==> config.mk <==
export PLATFORM = sky130hd
export DESIGN_NAME = blkseq_next
export DESIGN_NICKNAME = d
export VERILOG_FILES = /design/src/rtl/blkseq_pkg.sv /design/src/rtl/blkseq_next.sv
export SDC_FILE = /design/constraint.sdc
export NUM_CORES = 1
export LEC_CHECK = 0
export ABC_AREA = 1
export BUFFER_PORTS_ARGS = -buffer_cell sky130_fd_sc_hd__buf_2
export CORE_AREA = 2 2 39 41
export DETAILED_ROUTE_END_ITERATION = 16
export DIE_AREA = 0 0 41 43
export PLACE_DENSITY = 0.38
export REMOVE_ABC_BUFFERS = 1
export SLEW_MARGIN = 5
export SYNTH_ARGS = -nofsm -noshare
export SYNTH_HDL_FRONTEND = slang
export SYNTH_SLANG_ARGS = --single-unit
==> constraint.sdc <==
create_clock -name vclk -period 1.6
set_input_delay 0.24 -clock vclk [all_inputs]
set_output_delay 0.24 -clock vclk [all_outputs]
set_load 0.02 [all_outputs]
==> src/rtl/blkseq_pkg.sv <==
package blkseq_pkg;

   // Sequence states; the numeric codes are visible on state_o.
   typedef enum logic [2:0] {
      ST_Z = 3'd0,
      ST_S = 3'd1,
      ST_D = 3'd2,
      ST_T = 3'd3,
      ST_E = 3'd4
   } seq_state_t;

   // Decoded block kind.
   typedef enum logic [2:0] {
      K_IDLE,
      K_START,
      K_DATA,
      K_TERM,
      K_BAD
   } blk_kind_t;

   // Block type code values on the input.
   localparam int BK_IDLE  = 0;
   localparam int BK_START = 1;
   localparam int BK_DATA  = 2;
   localparam int BK_TERM  = 3;

   localparam int STATE_W  = 3;

endpackage

==> src/rtl/blkseq_next.sv <==
module blkseq_next
   import blkseq_pkg::*;
#(
   parameter int CODE_W       = 3,
   parameter bit RELAXED_EXIT = 1'b1
) (
   input  seq_state_t        cur_i,
   input  logic [CODE_W-1:0] code_i,
   input  logic              e_twice_i,
   output seq_state_t        nxt_o
);

   localparam logic [CODE_W-1:0] C_IDLE  = CODE_W'(BK_IDLE);
   localparam logic [CODE_W-1:0] C_START = CODE_W'(BK_START);
   localparam logic [CODE_W-1:0] C_DATA  = CODE_W'(BK_DATA);
   localparam logic [CODE_W-1:0] C_TERM  = CODE_W'(BK_TERM);

   blk_kind_t  kind;
   seq_state_t from_e;

   always_comb begin
      if (code_i == C_IDLE)       kind = K_IDLE;
      else if (code_i == C_START) kind = K_START;
      else if (code_i == C_DATA)  kind = K_DATA;
      else if (code_i == C_TERM)  kind = K_TERM;
      else                        kind = K_BAD;
   end

   // Exit policy out of the error state.
   generate
      if (RELAXED_EXIT) begin : g_relaxed
         always_comb begin
            case (kind)
               K_IDLE:  from_e = ST_Z;
               K_DATA:  from_e = ST_D;
               K_TERM:  from_e = ST_T;
               K_START: from_e = e_twice_i ? ST_S : ST_E;
               default: from_e = ST_E;
            endcase
         end
      end else begin : g_strict
         always_comb from_e = (kind == K_IDLE) ? ST_Z : ST_E;
      end
   endgenerate

   always_comb begin
      nxt_o = ST_E;
      case (cur_i)
         ST_Z: begin
            if (kind == K_IDLE)       nxt_o = ST_Z;
            else if (kind == K_START) nxt_o = ST_S;
         end
         ST_S: begin
            if (kind == K_DATA) nxt_o = ST_D;
         end
         ST_D: begin
            if (kind == K_DATA)      nxt_o = ST_D;
            else if (kind == K_TERM) nxt_o = ST_T;
         end
         ST_T: begin
            if (kind == K_IDLE)       nxt_o = ST_Z;
            else if (kind == K_START) nxt_o = ST_S;
         end
         ST_E:    nxt_o = from_e;
         default: nxt_o = ST_E;
      endcase
   end

endmodule

==> metrics.yaml, run 1 <==
seq_cells: 0
post-synth-top-count-cell: "nand2_1"
drtIter0Drc: 2
worstMarginPinSlew_ns: 0.256
period_needed_ns: 1.26
synth_adder_area_share: 0
grt-ovfl-total: 0
powerDensity_mw_per_mm2: 232
route.vias.total: 248
layout-drive-gt1-share: 0.292
max_freq_ghz: 0.795
ios: 10
dpl.hpwl_um: 397
drt-total-wl_um: 459
setup-tns-final_ns: 0
wl_per_cell_um: 7.17
peakVddDrop_mv: 0.0582
post_cts_buffers: 0
whs_ns: 0.869
grt.total_usage: 0.0480
diodes: 0
synth.largest_area_cell: "nand2_1"
fillers: 170
synth_top_family_by_area: "simple AND/OR/NAND/NOR gates"
die_h_um: 43
port-buffer-count: 10
seq_power_share: 0
hold_class: "in -> out"
synthCells: 38
layout.nets: 57
synth_area_leaders: "nand2_1, nand3_1, inv_1"
endpoint_kind: "output pin"
cts_resized: 0
grt_pass1_wl_um: 648
critPathLaunch: "code_i[2]"
finalHoldViolCount: 0
yosysSeqAreaShare: 0
grt_max_degree: 6
rsz0062_at_grt: "no"
ys_types: 12
yosys_warnings: 0
coreArea_mm2: 0.00138
maxCapViolCount: 0
worstPathRequired_ns: 1.36
netlist_area_um2: 166
start_kind: "primary input"
clockPowerShare: 0
critPathCapture: "nxt_o[0]"
antenna_found_initial: 0
avgSynthCellArea_um2: 4.38
leakage_uw: 0.000144
final-seq-area_um2: 0
ys_top_cells_by_count: "nand2_1, inv_1, nand3_1, nor2_1, o21ai_1"
maxSlewHeadroom: 0.828
swShare: 0.636
synthXorXnorAreaFrac: 0
finalCritPeriodShare: 0.786
areaGrowthSynthToFinish_pct: 42.1
drcViolationCount: 0
synth.top_cell.area_share: 0.293
cp_max_fo: 4
internal-power_uw: 19.9
start_util: 0.120
setup_viol: 0
synthMuxAreaShare: 0
viasPerCell: 3.88
antenna_left: 0
yosys.area_share.simple: 0.669
place.gp.congestion: 0.668
arrival_ns: 1.02
hold_buffers: 0
synth_compound_area_frac: 0.173
rows: 14
drv_slew: 0
first_pass_iters: 2
die_w_um: 41
die_area_mm2: 0.00176
p_comb_frac: 1.000
worstSetupPathType: "in -> out"
status: "complete, no violations"
first_global_vias: 173
clkbuf_count: 0
p_sw_uw: 34.8
-- worst max-delay path: stages --
cell	delay, ns
buf_2	0.11
inv_1	0.08
nand2_1	0.08
inv_1	0.11
nand2_1	0.06
nand2_1	0.07
nand2_1	0.05
nand3_1	0.06
buf_2	0.16
-- cell families after synthesis --
| logic type | count (synthesis) |
|---|---|
| compound gates | 5 |
| buf+inv | 7 |
| simple gates | 26 |
-- worst min path at each step --
stage | startpoint | to | slack [ns] | cells past startpoint
finish | code_i[2] | nxt_o[2] | 0.87 | 4
global route | code_i[2] | nxt_o[2] | 0.91 | 4
CTS | code_i[2] | nxt_o[2] | 0.87 | 4
detailed placement | code_i[2] | nxt_o[2] | 0.87 | 4
global placement | code_i[2] | nxt_o[2] | 0.87 | 4
floorplan | code_i[1] | nxt_o[2] | 0.69 | 2
-- area by class of cell --
cell class	instances	area, µm²	area share
multi-input cells	31	140	0.593
well taps	16	20.0	0.0847
repair buffers	10	50.0	0.212
inverters	7	26.3	0.111
-- metal layers --
metal / vias up / track usage / share of wire
met5: - / 0 / 0
li1: 141 / - / -
met3: 0 / 0 / 0.089
met2: 8 / 0.0531 / 0.37
met1: 99 / 0.0981 / 0.54
met4: 0 / 0 / 0
-- power by group through the flow --
| stage | Clock [µW] | Sequential [µW] | Combinational, µW |
|---|---|---|---|
| global route | 0 | 0 | 61.2 |
| CTS | 0 | 0 | 54.8 |
| finish | 0 | 0 | 54.7 |
| floorplan | 0 | 0 | 32.3 |
| detailed placement | 0 | 0 | 54.5 |
| global placement | 0 | 0 | 55.0 |
-- metrics by stage --
step           utilization  power, µW  area (µm²)  setup slack [ns]  std cells
2_1_floorplan            -       32.3         166             0.600         38
3_3_place_gp         0.171       55.0         236             0.354         64
3_5_place_dp         0.171       54.5         236             0.365         64
4_1_cts              0.171       54.8         236             0.360         64
5_1_grt              0.171       61.2         236             0.248         64
6_report             0.171       54.7         236             0.342         64
-- placed cells by master, fill, tap and decap left out --
| master | netlist | final |
|---|---|---|
| nand2_1 | 13 | 13 |
| a21oi_2 | 1 | 1 |
| nand3_1 | 6 | 6 |
| nand2_2 | 1 | 1 |
| buf_2 | 0 | 10 |
| nor3_1 | 1 | 1 |
| inv_1 | 6 | 6 |
| o21ai_1 | 2 | 2 |
| inv_2 | 1 | 1 |
| o21ai_0 | 1 | 1 |
| nor2_1 | 4 | 4 |
| a21oi_1 | 1 | 1 |
| nor2_2 | 1 | 1 |
Note: power is estimated with default switching activity, not from simulation.
==> inputs of run 2 (changes only) <==
clock period = 1.3 ns   (was 1.6 ns; I/O delays follow)
==> metrics.yaml, run 2 (synthesis results as in run 1) <==
final-seq-area_um2: 0  # unchanged
start_util: 0.120  # unchanged
drtIter0Drc: 7  # +5
layout.nets: 57  # unchanged
leakage_uw: 0.000144  # unchanged
drcViolationCount: 0  # unchanged
worstMarginPinSlew_ns: 0.222  # -0.0337 ns
finalCritPeriodShare: 0.877
setup-tns-final_ns: 0  # unchanged
antenna_left: 0  # unchanged
finalHoldViolCount: 0  # unchanged
die_h_um: 43  # unchanged
p_sw_uw: 42.1  # +21%
layout-drive-gt1-share: 0.292  # unchanged
diodes: 0  # unchanged
grt_max_degree: 6  # unchanged
layout_commonest_cell: "nand2_1"
arrival_ns: 0.94  # -0.08 ns
dpl.hpwl_um: 401  # +1.2%
rsz0062_at_grt: "no"
grt.total_usage: 0.0519  # +0.00400
first_pass_iters: 4  # +2
coreArea_mm2: 0.00138  # unchanged
antenna_found_initial: 0  # unchanged
maxSlewHeadroom: 0.851  # +0.0227
hold_buffers: 0  # unchanged
clkbuf_count: 0  # unchanged
drt-total-wl_um: 452  # -1.5%
wl_per_cell_um: 7.06  # -1.5%
die_w_um: 41  # unchanged
clockPowerShare: 0  # unchanged
grt-ovfl-total: 0  # unchanged
hold_class: "in -> out"
max_freq_ghz: 0.877
post_cts_buffers: 0  # unchanged
swShare: 0.632  # -0.00391
cts_resized: 0  # unchanged
endpoint_kind: "output pin"
period_needed_ns: 1.14
grt_pass1_wl_um: 703  # +8.5%
peakVddDrop_mv: 0.0780  # +34%
seq_cells: 0  # unchanged
port-buffer-count: 10  # unchanged
place.gp.congestion: 0.692  # +3.6%
drv_slew: 0  # unchanged
worstPathRequired_ns: 1.11  # -0.25 ns
seq_power_share: 0  # unchanged
status: "complete, no violations"
route.vias.total: 251  # +1.2%
viasPerCell: 3.92  # +1.2%
setup_viol: 0  # unchanged
first_global_vias: 176  # +1.7%
areaGrowthSynthToFinish_pct: 42.1  # unchanged
worstSetupPathType: "in -> out"
p_comb_frac: 1.000  # about the same
start_kind: "primary input"
cp_max_fo: 4  # unchanged
internal-power_uw: 24.5  # +23%
fin_total_pwr_uw: 66.7  # +22%
powerDensity_mw_per_mm2: 282  # +22%
layout_common_cells: "nand2_1, buf_2, inv_1, nand3_1, nor2_1"
ios: 10  # unchanged
rows: 14  # unchanged
die_area_mm2: 0.00176  # unchanged
maxCapViolCount: 0  # unchanged
run 2: final timing paths:
| path | from | end | depth (start not counted) |
|---|---|---|---|
| setup / recovery | code_i[2] | nxt_o[0] | 9 |
| hold / removal | code_i[2] | nxt_o[2] | 4 |
run 2: per-stage QoR:
stage | instance area, µm² | util | setup slack, ns | hold WS, ns | std cells
final | 236 | 0.171 | 0.160 | 0.779 | 64
after global routing | 236 | 0.171 | 0.0338 | 0.835 | 64
after CTS | 236 | 0.171 | 0.156 | 0.791 | 64
after detailed placement | 236 | 0.171 | 0.157 | 0.790 | 64
after global placement | 236 | 0.171 | 0.127 | 0.788 | 64
after floorplan | 166 | - | 0.390 | 0.602 | 38
run 2: worst max-delay path: stages:
cell and delay [ns]:
buf_2 0.11, inv_1 0.08, nand2_1 0.07, inv_1 0.10, nand2_1 0.06, nand2_1 0.06, nand2_1 0.04, nand3_1 0.05
buf_2 0.16
run 2: per-layer routing:
layer	vias up	share of wire	global-route usage
met2	10	0.35	0.0531
met1	101	0.52	0.104
met5	-	0	0
met3	0	0.13	0.0105
met4	0	0	0
li1	140	-	-
run 2: final cells by class:
type	count	area, µm²
Fill cell	169	1150
Inverter	7	26.3
Multi-Input combinational cell	31	140
Tap cell	16	20.0
Timing Repair Buffer	10	50.0
run 2: power groups by stage:
stage	clock network, µW	logic, µW	registers (µW)
after global routing	0	76.2	0
after global placement	0	68.4	0
final	0	66.7	0
after detailed placement	0	67.1	0
after CTS	0	67.3	0
after floorplan	0	39.7	0
